File: config.mk
export PLATFORM = sky130hd
export DESIGN_NAME = burst_blank_gen
export DESIGN_NICKNAME = d
export VERILOG_FILES = /design/src/rtl/burst_blank_pkg.sv /design/src/rtl/bbg_edge_det.sv /design/src/rtl/bbg_line_win.sv /design/src/rtl/bbg_pulse_timer.sv /design/src/rtl/burst_blank_gen.sv
export SDC_FILE = /design/constraint.sdc
export NUM_CORES = 1
export LEC_CHECK = 0
export ABC_AREA = 1
export BUFFER_PORTS_ARGS = -buffer_cell sky130_fd_sc_hd__buf_2
export CORE_MARGIN = 2
export CORE_UTILIZATION = 55
export DETAILED_ROUTE_END_ITERATION = 7
export PLACE_DENSITY = 0.69
export SETUP_SLACK_MARGIN = 0.05
export SYNTH_ARGS = -nofsm -noshare
export SYNTH_HDL_FRONTEND = slang
export SYNTH_SLANG_ARGS = --single-unit
File: constraint.sdc
create_clock -name clk_i -period 2.35 [get_ports clk_i]
set_clock_uncertainty 0.15 [all_clocks]
set_input_delay 0.47 -clock clk_i [delete_from_list [all_inputs] [get_ports clk_i]]
set_output_delay 0.47 -clock clk_i [all_outputs]
set_load 0.02 [all_outputs]
File: src/rtl/burst_blank_pkg.sv
package burst_blank_pkg;

  typedef enum logic {
    STD_625 = 1'b0,
    STD_525 = 1'b1
  } video_std_e;

  function automatic int unsigned max2(int unsigned a, int unsigned b);
    return (a > b) ? a : b;
  endfunction

endpackage

File: src/rtl/bbg_edge_det.sv
module bbg_edge_det (
  input  logic clk_i,
  input  logic rst_ni,
  input  logic hsync_i,
  output logic start_o
);

  logic hs_q;

  always_ff @(posedge clk_i or negedge rst_ni) begin
    if (!rst_ni) hs_q <= 1'b0;
    else         hs_q <= hsync_i;
  end

  assign start_o = hsync_i & ~hs_q;

  // a level held high cannot retrigger
  p_single_start_r9: assert property (@(posedge clk_i) disable iff (!rst_ni)
    start_o |=> !start_o);

endmodule

File: src/rtl/bbg_line_win.sv
module bbg_line_win
  import burst_blank_pkg::*;
#(
  parameter int unsigned FIRST  = 10,
  parameter int unsigned N_LAST = 256,
  parameter int unsigned P_LAST = 304,
  parameter int unsigned SAT    = max2(N_LAST, P_LAST) + 1,
  parameter int unsigned LN_W   = $clog2(SAT + 1)
) (
  input  logic       clk_i,
  input  logic       rst_ni,
  input  logic       vrst_i,
  input  logic       start_i,
  input  video_std_e std_i,
  output logic       win_o
);

  localparam logic [LN_W-1:0] FIRST_C = LN_W'(FIRST);
  localparam logic [LN_W-1:0] NLAST_C = LN_W'(N_LAST);
  localparam logic [LN_W-1:0] PLAST_C = LN_W'(P_LAST);
  localparam logic [LN_W-1:0] SAT_C   = LN_W'(SAT);

  logic [LN_W-1:0] cnt_q, cnt_d;
  logic [LN_W-1:0] last_w;
  logic            win_q, win_d;

  assign last_w = (std_i == STD_525) ? NLAST_C : PLAST_C;

  always_comb begin
    cnt_d = cnt_q;
    if (vrst_i)                       cnt_d = '0;
    else if (start_i && cnt_q != SAT_C) cnt_d = cnt_q + 1'b1;
  end

  // window decision latched per line from the new count
  always_comb begin
    win_d = win_q;
    if (start_i) win_d = (cnt_d >= FIRST_C) && (cnt_d <= last_w);
  end

  always_ff @(posedge clk_i or negedge rst_ni) begin
    if (!rst_ni) begin
      cnt_q <= '0;
      win_q <= 1'b0;
    end else begin
      cnt_q <= cnt_d;
      win_q <= win_d;
    end
  end

  assign win_o = win_q;

  p_vr_clears_r6: assert property (@(posedge clk_i) disable iff (!rst_ni)
    vrst_i |=> (cnt_q == '0));

  p_cnt_bound_r5: assert property (@(posedge clk_i) disable iff (!rst_ni)
    cnt_q <= SAT_C);

  p_sat_hold_r5: assert property (@(posedge clk_i) disable iff (!rst_ni)
    (cnt_q == SAT_C && !vrst_i) |=> (cnt_q == SAT_C));

endmodule

File: src/rtl/bbg_pulse_timer.sv
module bbg_pulse_timer
  import burst_blank_pkg::*;
#(
  parameter int unsigned N_BLANK = 127,
  parameter int unsigned N_DLY   = 76,
  parameter int unsigned N_WID   = 36,
  parameter int unsigned P_BLANK = 39,
  parameter int unsigned P_DLY   = 25,
  parameter int unsigned P_WID   = 10,
  parameter int unsigned PH_MAX  = max2(max2(N_BLANK, N_DLY + N_WID),
                                        max2(P_BLANK, P_DLY + P_WID)),
  parameter int unsigned PH_W    = $clog2(PH_MAX + 1)
) (
  input  logic       clk_i,
  input  logic       rst_ni,
  input  logic       start_i,
  input  video_std_e std_i,
  input  logic       win_i,
  output logic       blank_raw_o,
  output logic       burst_raw_o
);

  localparam logic [PH_W-1:0] NB_C   = PH_W'(N_BLANK);
  localparam logic [PH_W-1:0] ND_C   = PH_W'(N_DLY);
  localparam logic [PH_W-1:0] NE_C   = PH_W'(N_DLY + N_WID);
  localparam logic [PH_W-1:0] PB_C   = PH_W'(P_BLANK);
  localparam logic [PH_W-1:0] PD_C   = PH_W'(P_DLY);
  localparam logic [PH_W-1:0] PE_C   = PH_W'(P_DLY + P_WID);
  localparam logic [PH_W-1:0] IDLE_C = PH_W'(PH_MAX);

  logic [PH_W-1:0] ph_q;
  logic [PH_W-1:0] blank_len, dly_c, end_c;

  always_comb begin
    if (std_i == STD_525) begin
      blank_len = NB_C;
      dly_c     = ND_C;
      end_c     = NE_C;
    end else begin
      blank_len = PB_C;
      dly_c     = PD_C;
      end_c     = PE_C;
    end
  end

  // phase saturates at IDLE_C, beyond every pulse end
  always_ff @(posedge clk_i or negedge rst_ni) begin
    if (!rst_ni)              ph_q <= IDLE_C;
    else if (start_i)         ph_q <= '0;
    else if (ph_q != IDLE_C)  ph_q <= ph_q + 1'b1;
  end

  assign blank_raw_o = (ph_q < blank_len);
  assign burst_raw_o = win_i && (ph_q >= dly_c) && (ph_q < end_c);

  p_restart_r8: assert property (@(posedge clk_i) disable iff (!rst_ni)
    start_i |=> (ph_q == '0));

  p_blank_rise_r2: assert property (@(posedge clk_i) disable iff (!rst_ni)
    ($rose(blank_raw_o) && $stable(std_i)) |-> (ph_q == '0));

  p_burst_rise_r3: assert property (@(posedge clk_i) disable iff (!rst_ni)
    ($rose(burst_raw_o) && $stable(std_i)) |-> (ph_q == dly_c));

endmodule

File: src/rtl/burst_blank_gen.sv
module burst_blank_gen
  import burst_blank_pkg::*;
#(
  parameter int unsigned N_BLANK = 127,
  parameter int unsigned N_DLY   = 76,
  parameter int unsigned N_WID   = 36,
  parameter int unsigned P_BLANK = 39,
  parameter int unsigned P_DLY   = 25,
  parameter int unsigned P_WID   = 10,
  parameter int unsigned FIRST   = 10,
  parameter int unsigned N_LAST  = 256,
  parameter int unsigned P_LAST  = 304
) (
  input  logic clk_i,
  input  logic rst_ni,
  input  logic hsync_i,
  input  logic vrst_i,
  input  logic ntsc_i,
  input  logic ext_en_i,
  output logic blank_o,
  output logic burst_o
);

  localparam int unsigned PH_MAX = max2(max2(N_BLANK, N_DLY + N_WID),
                                        max2(P_BLANK, P_DLY + P_WID));
  localparam int unsigned PH_W   = $clog2(PH_MAX + 1);
  localparam int unsigned SAT    = max2(N_LAST, P_LAST) + 1;
  localparam int unsigned LN_W   = $clog2(SAT + 1);
  localparam bit NESTED = (N_DLY + N_WID <= N_BLANK) && (P_DLY + P_WID <= P_BLANK);

  video_std_e std_w;
  logic       start_w, win_w, blank_raw_w, burst_raw_w;

  assign std_w = video_std_e'(ntsc_i);

  bbg_edge_det i_edge (
    .clk_i   (clk_i),
    .rst_ni  (rst_ni),
    .hsync_i (hsync_i),
    .start_o (start_w)
  );

  bbg_line_win #(
    .FIRST  (FIRST),
    .N_LAST (N_LAST),
    .P_LAST (P_LAST),
    .SAT    (SAT),
    .LN_W   (LN_W)
  ) i_win (
    .clk_i   (clk_i),
    .rst_ni  (rst_ni),
    .vrst_i  (vrst_i),
    .start_i (start_w),
    .std_i   (std_w),
    .win_o   (win_w)
  );

  bbg_pulse_timer #(
    .N_BLANK (N_BLANK),
    .N_DLY   (N_DLY),
    .N_WID   (N_WID),
    .P_BLANK (P_BLANK),
    .P_DLY   (P_DLY),
    .P_WID   (P_WID),
    .PH_MAX  (PH_MAX),
    .PH_W    (PH_W)
  ) i_timer (
    .clk_i       (clk_i),
    .rst_ni      (rst_ni),
    .start_i     (start_w),
    .std_i       (std_w),
    .win_i       (win_w),
    .blank_raw_o (blank_raw_w),
    .burst_raw_o (burst_raw_w)
  );

  assign blank_o = ext_en_i & blank_raw_w;
  assign burst_o = ext_en_i & burst_raw_w;

  generate
    if (NESTED) begin : g_nest_chk
      p_burst_in_blank_r3: assert property (@(posedge clk_i) disable iff (!rst_ni)
        burst_o |-> blank_o);
    end
  endgenerate

endmodule

Word-level counts from Yosys, hierarchy flattened

Index checks and enable logic that the tools add are counted.

Register bits: 18
Output and inout port bits: 2
Bits of input ports: 6
Logic and storage cells: 30

Reductions and logical operators: 5
Eq/ne operators: 2
Bitwise logic cells: 4
Muxes and demuxes: 8
Add/subtract/negate cells: 2
$lt $le $gt $ge: 5

Operators with widths:

| operator                                                          | count |
|---|---|
| two-way mux 7 bit                                                 | 5 |
| two-way mux 9 bit                                                 | 2 |
| < comparator 7 bit                                                | 2 |
| adder 9 x 1 -> 9 bit, second input constant                       | 1 |
| greater-or-equal comparator 9 x 4 -> 1 bit, second input constant | 1 |
| less-or-equal comparator 9 bit                                    | 1 |
| inequality test 9 bit, second input constant                      | 1 |
| adder 7 x 1 -> 7 bit, second input constant                       | 1 |
| greater-or-equal comparator 7 bit                                 | 1 |
| inequality test 7 bit, second input constant                      | 1 |
| two-way mux 6 bit                                                 | 1 |
| logical AND 1 bit                                                 | 4 |
| AND 1 bit                                                         | 3 |
| nonzero test 2 bit                                                | 1 |
| NOT 1 bit                                                         | 1 |

Logic depth before layout (Yosys ltp)

Gate-level depths: netlist (run 1).

Depth after elaboration: 7
Gate-level depth with buffers: 18
Gate-level depth less buffers: 17

By module

Synthesis (run 1) repeated with hierarchy kept, for this count alone.

Cells, all modules: 226
Area, all modules: 1537.7 sq um

Modules (own cells, without submodules):

| module          | times used | seq. area each (sq um) | cells each | area an instance (sq um) |
|---|---|---|---|---|
| bbg_line_win    | 1          | 250.2                  | 135        | 883.3 |
| bbg_pulse_timer | 1          | 183.9                  | 84         | 604.3 |
| bbg_edge_det    | 1          | 25.0                   | 3          | 35.0 |
| burst_blank_gen | 1          | 0.0                    | 4          | 15.0 |

Worst setup path before layout (run 1)

OpenSTA, ideal clock, no wires.

Path type: input port to output port
Start point: input port ntsc_i
End point: output port blank_o
Arrival time: 1.620 ns
Setup slack: 0.110 ns
Buffers on the path: 0
Cell stages on the path: 5
Data required time: 1.730 ns
Path through: inv_1 > ha_1 > a21oi_1 > o21bai_1 > a311oi_1

Cells in the longest elaborated chain, start to end: 3

Ends and longest elaborated chain:

| item               | RTL line              | RTL |
|---|---|---|
| from (decl)        | burst_blank_gen.sv:18 | `input logic ntsc_i,` |
| two-way mux 7 bit  | bbg_pulse_timer.sv:35 | `if (std_i == STD_525) begin` |
| < comparator 7 bit | bbg_pulse_timer.sv:53 | `assign blank_raw_o = (ph_q < blank_len);` |
| AND 1 bit          | burst_blank_gen.sv:77 | `assign blank_o = ext_en_i & blank_raw_w;` |
| to (decl)          | burst_blank_gen.sv:20 | `output logic blank_o,` |

Every way passes these cells.

Worst setup path after layout (run 1)

Start point: register i_timer.ph_q[0]
End point: output port burst_o

Cells in the longest elaborated chain, start to end: 4
Elaborated cells on any way between the ends: 5
Those cells by class: order compare: 2; bitwise: 1; reduce/logical: 2

Ends and longest elaborated chain:

| item                              | RTL line              | RTL |
|---|---|---|
| from (decl)                       | bbg_pulse_timer.sv:31 | `logic [PH_W-1:0] ph_q;` |
| from (signal assigned)            | bbg_pulse_timer.sv:50 | `else if (ph_q != IDLE_C) ph_q <= ph_q + 1'b1;` |
| greater-or-equal comparator 7 bit | bbg_pulse_timer.sv:54 | `assign burst_raw_o = win_i && (ph_q >= dly_c) && (ph_q < end_c);` |
| logical AND 1 bit                 | bbg_pulse_timer.sv:54 |  |
| logical AND 1 bit *               | bbg_pulse_timer.sv:54 |  |
| AND 1 bit *                       | burst_blank_gen.sv:78 | `assign burst_o = ext_en_i & burst_raw_w;` |
| to (decl)                         | burst_blank_gen.sv:21 | `output logic burst_o` |

Every way passes the cells marked *; elsewhere a longest branch is shown, timed or not.

==> flow_summary.yaml, run 1 <==
worst_setup_path:
  crit_required_ps: 1730
  worstSetupEndpointType: "output port"
  reg2reg_to: "i_win.win_o"
  cp.arrival_ps: 1930
  r2r-start: "i_win.cnt_q[0]"
  critPathMaxFanout: 4
  r2r_slack_ps: 220
  worstRegToRegCells: 16
  crit_path_start_kind: "register"
  criticalPathCategory: "register to output port"
place:
  io_buffers: 7
  dp_hpwl_mm: 2.51
  dp.cells: 242
  gp_congestion: 0.873
synth:
  syn_inst: 200
  synth_nets: 218
  yosysSeqAreaShare: 0.314
  ys_seq_elements: 18
  yosysUniqueCellTypes: 28
  yosys_warnings: 0
  avgSynthCellArea_um2: 7.30
  syn-cell-area_mm2: 0.00146
clocking:
  clock_path_buffers: 2
  clk_latency_ps: 300
  htreeDepth: 1
  cts_tree: "built"
  path_clk_slew_ps: 100
  clock_tree.root_cell: "clkbuf_4"
  cts_sinks: 18
  numCtsBuffers: 3
floorplanning:
  initial_utilization: 0.584
  core_area_mm2: 0.00250
  io_pins: 8
  dieArea_mm2: 0.00308
  die_x_um: 55.5
  die_y_um: 55.5
  fp-row-count: 18
run:
  drv_cap: 0
pwr:
  p_leak_nw: 0.914
  p_per_area_mw_per_mm2: 474
  vdd.ir_drop.worst_mv: 0.535
hold_path:
  min_to: "i_edge.hs_q"
  hp-class: "primary input to register"
  hold_path_depth: 1
  hold_path_startpoint: "hsync_i"
finish:
  multi_input_area_um2: 905
  antenna_cells: 0
  fillers: 216
  instances_no_fill: 256
  final_common_cell: "nand2_1"
  fin_nets: 245
  layout_common_cells: "nand2_1, inv_1, buf_4, nand3_1, nor2_1"
  syn_to_final_growth_pct: 19.8
  drive_above_1_share: 0.332
  final-seq-area_um2: 460
timing:
  slew_violations: 0
  finalCritPeriodShare: 1.08
  final.setup.tns_ps: -212
  setup_slack_ps: -195
  finalSetupViolations: 2
  rsz0062_at_grt: "true"
  finalHoldViolations: 0
  worst_pin_slew_ps: 416
  fmax_ghz: 0.393
  fin_crit_ps: 2550
  relSlewSlack: 0.722
global_routing:
  overflow: 0
  grt_usage: 0.225
  antenna_found_initial: 0
  grt_pass1_vias: 1250
  grt_pass1_wl_mm: 5.51
  grt_start_max_net_pins: 19
drt:
  vias: 1384
  drt_first_pass_iters: 5
  routed_wl_mm: 3.41
  initialDrtViolationCount: 42
  drc: 0
  routedWlPerCell_um: 13.3
  via_per_inst: 5.41
  ant_nets: 0
outcome:
  status: "finished with violations"
  violations: "setup timing"
worst max-delay path by stage:
stage                     endpoint             from
final                      burst_o  i_timer.ph_q[0]
after global routing       burst_o  i_timer.ph_q[1]
after CTS                  burst_o  i_timer.ph_q[1]
after detailed placement   burst_o           ntsc_i
after global placement     burst_o           ntsc_i
after floorplan            blank_o           ntsc_i
cell type report:
| class | count | area share |
|---|---|---|
| tap | 30 | 0.0215 |
| sequential | 18 | 0.263 |
| timing repair buffer | 25 | 0.100 |
| clock buffer | 4 | 0.0207 |
| inverter | 36 | 0.0773 |
| multi-input combinational | 143 | 0.517 |
critical path: stages (launching register included):
cell      delay [ps]
dfstp_2          540
inv_1             70
ha_1             270
o21ai_0          210
nand2_1           90
a311oi_1         220
nor2_1            80
buf_4            160
cells by family after synthesis:
| logic type | Yosys count | synth area share |
|---|---|---|
| flops | 18 | 0.314 |
| simple gates | 106 | 0.361 |
| buf+inv | 39 | 0.109 |
| xor+xnor | 1 | 0.00600 |
| compound gates | 24 | 0.107 |
| fa+ha+maj | 12 | 0.103 |
cell usage after synthesis, drive strengths merged:
master,number,share of area
a21oi,7,0.032
a311oi,2,0.012
a31oi,1,0.0043
buf,3,0.016
dfrtp,11,0.19
dfstp,7,0.13
ha,12,0.10
inv,36,0.093
nand2,55,0.16
nand3,25,0.11
nand4,3,0.013
nor2,21,0.071
nor3,1,0.0034
nor3b,1,0.0051
o211a,1,0.0069
o21ai,9,0.031
o21bai,3,0.015
o41ai,1,0.0060
xor2,1,0.0060
power breakdown:
part / switching, mW / leakage, nW / total (mW) / internal, mW
clock: 0.0998 / 0.0210 / 0.194 / 0.0946
combinational: 0.136 / 0.671 / 0.245 / 0.108
sequential: 0.0336 / 0.221 / 0.390 / 0.356
total: 0.270 / 0.914 / 0.829 / 0.559
registers in the layout, summed over array words and instances (netlist names):
signal	flops
i_edge.hs_q	1
i_timer.ph_q	7
i_win.cnt_q	9
i_win.win_o	1
per-layer routing:
layer  GRT usage  part of all wire
met5           0                 0
met4      0.0801            0.0091
met3      0.0422             0.041
met2       0.345              0.49
met1       0.315              0.46
what timing repair did:
action                                  4_1_cts  5_1_grt
endpoints found under the hold margin        11        0
hold buffers                                  1        0
pin swaps                                     0        4
endpoints found under the setup margin        2        3
setup buffers                                 2        7
resized for setup                             5       11
through the flow:
| step | power, mW | cell area (um2) | utilization | hold slack (ps) | worst slack (ps) |
|---|---|---|---|---|---|
| 3_3_place_gp | 0.557 | 1570 | 0.628 | 271 | 6.76 |
| 3_5_place_dp | 0.571 | 1570 | 0.628 | 275 | -57.9 |
| 6_report | 0.829 | 1750 | 0.700 | 139 | -195 |
| 5_1_grt | 0.883 | 1750 | 0.700 | 129 | -299 |
| 4_1_cts | 0.800 | 1650 | 0.660 | 134 | -181 |
| 2_1_floorplan | 0.509 | 1460 | - | 24.4 | 110 |
Power figures use the tool's default switching activity.
==> run 2, diff against run 1 <==
--- a/config.mk
+++ b/config.mk
@@ -9,9 +9,11 @@
 export BUFFER_PORTS_ARGS = -buffer_cell sky130_fd_sc_hd__buf_2
 export CORE_MARGIN = 2
 export CORE_UTILIZATION = 55
+export CTS_CLUSTER_SIZE = 16
 export DETAILED_ROUTE_END_ITERATION = 7
 export PLACE_DENSITY = 0.69
 export SETUP_SLACK_MARGIN = 0.05
+export SKIP_CTS_REPAIR_TIMING = 1
 export SYNTH_ARGS = -nofsm -noshare
 export SYNTH_HDL_FRONTEND = slang
 export SYNTH_SLANG_ARGS = --single-unit
==> run 2 against run 1 <==
- the flow still finishes with violations (setup timing)
- die area unchanged
- first-iteration DRC count decreased by 4.8%
- clock-buffer cell count unchanged
- fmax decreased by 0.22%
- core utilization decreased by 0.70 points
==> flow_summary.yaml, run 2 (synthesis gave the netlist of run 1 again) <==
place:
  pre_cts_ws_ps: -57.9
  dp_hpwl_mm: 2.51
  io_buffers: 7
  gp_congestion: 0.873
global_routing:
  top_usage_layer: "met2"
  grt_pass1_vias: 1215
  overflow: 0
  antenna_found_initial: 0
  grt_pass1_wl_mm: 5.35
  grt_use_met3: 0.0422
  gr-usage-met1: 0.310
  grt_start_max_net_pins: 19
  grt_usage: 0.218
  grtUsageMet2: 0.328
floorplanning:
  die_y_um: 55.5
  dieArea_mm2: 0.00308
  io_pins: 8
  die_x_um: 55.5
  core_area_mm2: 0.00250
  fp-row-count: 18
  initial_utilization: 0.584
worst_setup_path:
  crit_path_start_kind: "register"
  r2r_slack_ps: 220
  criticalPathCategory: "register to output port"
  cp.arrival_ps: 1930
  reg2reg_to: "i_win.win_o"
  worstRegToRegCells: 16
  worstSetupEndpointType: "output port"
  critPathMaxFanout: 4
  crit_required_ps: 1730
  r2r-start: "i_win.cnt_q[0]"
timing:
  relSlewSlack: 0.720
  worst_pin_slew_ps: 420
  finalSetupViolations: 2
  setup_slack_ps: -201
  rsz0062_at_grt: "true"
  finalCritPeriodShare: 1.09
  fmax_ghz: 0.392
  fin_crit_ps: 2550
  final.setup.tns_ps: -289
  slew_violations: 0
  finalHoldViolations: 0
finish:
  largest_register_ffs: 9
  layout_common_cells: "nand2_1, inv_1, nand3_1, buf_4, nor2_1"
  top_register: "i_win.cnt_q"
  fillers: 215
  fin_nets: 243
  drive_above_1_share: 0.317
  syn_to_final_growth_pct: 18.6
  antenna_cells: 0
  final_common_cell: "nand2_1"
  reg_top3: "i_win.cnt_q: 9 flops, i_timer.ph_q: 7 flops"
drt:
  vias: 1366
  routedWlPerCell_um: 13.2
  drt_first_pass_iters: 6
  routed_wl_mm: 3.36
  via_per_inst: 5.38
  ant_nets: 0
  drc: 0
  initialDrtViolationCount: 40
pwr:
  p_total_uw: 799
  p_per_area_mw_per_mm2: 462
  vdd.ir_drop.worst_mv: 0.518
  p_leak_nw: 0.904
clocking:
  clock_path_buffers: 2
  htreeDepth: 1
  path_clk_slew_ps: 100
  numCtsBuffers: 3
  clock_tree.root_cell: "clkbuf_4"
  clk_latency_ps: 300
  cts_tree: "built"
  cts_sinks: 18
hold_path:
  hp-class: "primary input to register"
  hold_path_startpoint: "hsync_i"
  hold_path_depth: 1
  min_to: "i_edge.hs_q"
run:
  drv_cap: 0
outcome:
  violations: "setup timing"
  status: "finished with violations"
==> run 2: cell count changes in the layout (fill, tap and decap cells not counted) <==
| cell | previous run | this run |
|---|---|---|
| buf_4 | 18 | 16 |
| inv_1 | 30 | 31 |
| inv_2 | 6 | 5 |
| nor2_1 | 14 | 15 |
| nor2_2 | 4 | 3 |
==> run 2: per-layer routing <==
metal | wire length (um) | part of all wire
met1 | 1550 | 0.46
met2 | 1620 | 0.48
met3 | 144 | 0.043
met4 | 46 | 0.014
met5 | 0 | 0
==> run 2: through the flow <==
step / std cells / cell area, um2 / hold slack [ps] / util
final: 254 / 1730 / 140 / 0.693
after global routing: 254 / 1730 / 129 / 0.693
after CTS: 246 / 1610 / -60.0 / 0.642
after detailed placement: 242 / 1570 / 275 / 0.628
after global placement: 242 / 1570 / 271 / 0.628
after floorplan: 200 / 1460 / 24.4 / -
==> run 2: cell type report <==
type	count	area (um2)	area share
inverters	36	135	0.0780
repair buffers	23	160	0.0925
flip-flops and latches	18	460	0.266
multi-input cells	143	902	0.521
well taps	30	37.5	0.0217
clock buffers	4	36.3	0.0210
==> run 2: worst max-delay path by stage <==
stage / from / end / slack [ps] / cells after the start
floorplan: ntsc_i / blank_o / 110 / 5
global placement: ntsc_i / burst_o / 7 / 10
detailed placement: ntsc_i / burst_o / -60 / 10
CTS: i_timer.ph_q[1] / burst_o / -280 / 9
global route: i_timer.ph_q[1] / burst_o / -330 / 9
finish: i_timer.ph_q[0] / burst_o / -200 / 7
==> run 2: power breakdown <==
group / internal, mW / switching (mW) / leakage [nW]
clock: 0.0945 / 0.0993 / 0.0210
combinational: 0.0879 / 0.116 / 0.662
sequential: 0.357 / 0.0454 / 0.221
total: 0.539 / 0.260 / 0.904
==> run 2: critical path, cell delays in order (launching register included) <==
cell and delay (ps):
dfstp_2 540, inv_1 70, ha_1 270, o21ai_0 220
nand2_1 90, a311oi_1 220, nor2_1 80, buf_4 160
==> run 3, diff against run 2 <==
--- a/config.mk
+++ b/config.mk
@@ -9,6 +9,7 @@
 export BUFFER_PORTS_ARGS = -buffer_cell sky130_fd_sc_hd__buf_2
 export CORE_MARGIN = 2
 export CORE_UTILIZATION = 55
+export CTS_CLUSTER_DIAMETER = 100
 export CTS_CLUSTER_SIZE = 16
 export DETAILED_ROUTE_END_ITERATION = 7
 export PLACE_DENSITY = 0.69
@@ -16,4 +17,5 @@
 export SKIP_CTS_REPAIR_TIMING = 1
 export SYNTH_ARGS = -nofsm -noshare
 export SYNTH_HDL_FRONTEND = slang
+export SYNTH_HIERARCHICAL = 1
 export SYNTH_SLANG_ARGS = --single-unit
==> run 3 against run 2 <==
- the flow still finishes with violations (setup timing)
- via count rose by 3.0%
- core utilization fell by 3.7 points
- cell count rose by 11%
- fmax is 3.0% higher
- non-clock buffer count fell by 1
- flip-flop and latch count unchanged
- die area grew 4.9%
- clock-buffer cell count stayed put
- critical endpoint unchanged
- worst hold slack worse by 5.0 ps
- critical path depth up 2
==> flow_summary.yaml, run 3 <==
run:
  drv_cap: 0
clocking:
  htreeDepth: 1
  clock_path_buffers: 2
  cts_tree: "built"
  clk_latency_ps: 300
  cts_sinks: 18
  path_clk_slew_ps: 100
  numCtsBuffers: 3
  clock_tree.root_cell: "clkbuf_4"
worst_setup_path:
  crit_required_ps: 1730
  crit_path_start_kind: "register"
  criticalPathCategory: "register to output port"
  cp.arrival_ps: 1860
  critPathMaxFanout: 4
  worstSetupEndpointType: "output port"
drt:
  drt_first_pass_iters: 4
  via_per_inst: 5.01
  routed_wl_mm: 3.15
  ant_nets: 0
  vias: 1407
  initialDrtViolationCount: 34
  drc: 0
  routedWlPerCell_um: 11.2
finish:
  antenna_cells: 0
  syn_to_final_growth_pct: 15.6
  drive_above_1_share: 0.260
  final-seq-area_um2: 460
  top_register: "i_win/cnt_q"
  fin_nets: 269
  reg_top3: "i_win/cnt_q: 9 flops, i_timer/ph_q: 7 flops"
  fillers: 261
  multi_input_area_um2: 922
  layout_common_cells: "nand2_1, inv_1, nand3_1, nor2_1, buf_4"
  largest_register_ffs: 9
  instances_no_fill: 281
  final_common_cell: "nand2_1"
synth:
  synthSimpleGateAreaFrac: 0.416
  synth_top_area_share: 0.179
  synth_async_sr_flop_share: 1.00
  synth_most_common_cell: "nand2_1"
  yosysSeqAreaShare: 0.299
  yosys_warnings: 6
  synth_xor_area_frac: 0.0228
  synth_fa_ha_area_frac: 0.0976
  syn-cell-area_mm2: 0.00154
  ys_top_cells_by_area: "dfrtp_1, nand2_1, dfstp_2"
  syn_inst: 226
  synthTopCellsByCount: "nand2_1, inv_1, nor2_1"
  synth_compound_area_frac: 0.0439
  synthMuxAreaShare: 0
  synth_edf_count: 0
  synth_ff_type: "dfrtp_1"
  yosys.area.top_type: "dfrtp_1"
  synth_top_family_by_area: "simple AND/OR/NAND/NOR gates"
  yosysUniqueCellTypes: 26
  synth_nets: 244
  avgSynthCellArea_um2: 6.80
  ys_seq_elements: 18
place:
  io_buffers: 7
  gp_congestion: 0.911
  pre_cts_ws_ps: -47.2
  dp_hpwl_mm: 2.49
  dp.cells: 268
timing:
  slew_violations: 0
  relSlewSlack: 0.738
  fin_crit_ps: 2480
  finalSetupViolations: 2
  worst_pin_slew_ps: 392
  fmax_ghz: 0.404
  finalCritPeriodShare: 1.05
  finalHoldViolations: 0
  rsz0062_at_grt: "true"
  setup_slack_ps: -127
pwr:
  p_leak_nw: 0.980
  p_per_area_mw_per_mm2: 482
  vdd.ir_drop.worst_mv: 0.511
global_routing:
  grt_pass1_vias: 1390
  gr-usage-met1: 0.248
  grtUsageMet2: 0.414
  grt_usage: 0.221
  grt_use_met3: 0.0253
  top_usage_layer: "met2"
  grt_pass1_wl_mm: 5.67
  grt_start_max_net_pins: 19
  antenna_found_initial: 0
  overflow: 0
hold_path:
  hp-class: "primary input to register"
floorplanning:
  die_x_um: 56.9
  dieArea_mm2: 0.00323
  initial_utilization: 0.567
  io_pins: 8
  fp-row-count: 19
  die_y_um: 56.9
  core_area_mm2: 0.00271
outcome:
  status: "finished with violations"
  violations: "setup timing"
==> run 3: final cells by class <==
class,instances,area share
clock buffer,4,0.0204
inverter,43,0.0922
multi-input combinational,163,0.519
sequential,18,0.259
tap,31,0.0218
timing repair buffer,22,0.0880
==> run 3: cell families after synthesis <==
logic type	count (synthesis)
flip-flops	18
adder cells (fa/ha/maj)	12
AND/OR/NAND/NOR	136
buffers and inverters	45
AO/OA/AOI/OAI	11
XOR/XNOR	4
==> run 3: final timing paths <==
check / from / endpoint / slack [ps] / cells after the start
hold / removal: hsync_i / i_edge/hs_q / 130 / 1
max in group asynchronous: rst_ni / i_timer/ph_q[6] / 1260 / 2
setup / recovery: i_timer/ph_q[4] / burst_o / -130 / 9
min in group asynchronous: rst_ni / i_edge/hs_q / 470 / 2
hold reg to reg: i_win/win_o / i_win/win_o / 350 / 2
setup reg to reg: i_win/cnt_q[1] / i_win/win_o / 220 / 17
==> run 3: where the power goes <==
group,total (mW),internal [mW],switching (mW)
registers,0.399,0.361,0.0375
clock network,0.189,0.0945,0.0950
logic,0.269,0.115,0.154
==> run 3: per-layer routing <==
| metal | part of all wire | wire length, um |
|---|---|---|
| met1 | 0.43 | 1370 |
| met2 | 0.52 | 1640 |
| met3 | 0.017 | 54 |
| met4 | 0.026 | 81 |
| met5 | 0 | 0 |
==> run 3: through the flow <==
step / util / total power, mW / setup TNS (ps) / area (um2) / hold slack (ps)
detailed placement: 0.602 / 0.647 / -47.2 / 1630 / 271
global placement: 0.602 / 0.639 / 0 / 1630 / 268
CTS: 0.615 / 0.841 / -180 / 1670 / -65.2
finish: 0.656 / 0.857 / -130 / 1780 / 135
global route: 0.656 / 0.925 / -338 / 1780 / 126
floorplan: - / 0.569 / 0 / 1540 / 24.4
==> run 3: critical path, stage by stage, from the launching register on <==
cell     delay [ps]
dfstp_2         550
ha_1            270
nor3b_2         190
nand2_1          80
nand3_1          70
nand2_1          50
nor2_1          110
nand2_1          70
inv_1            60
buf_6           110
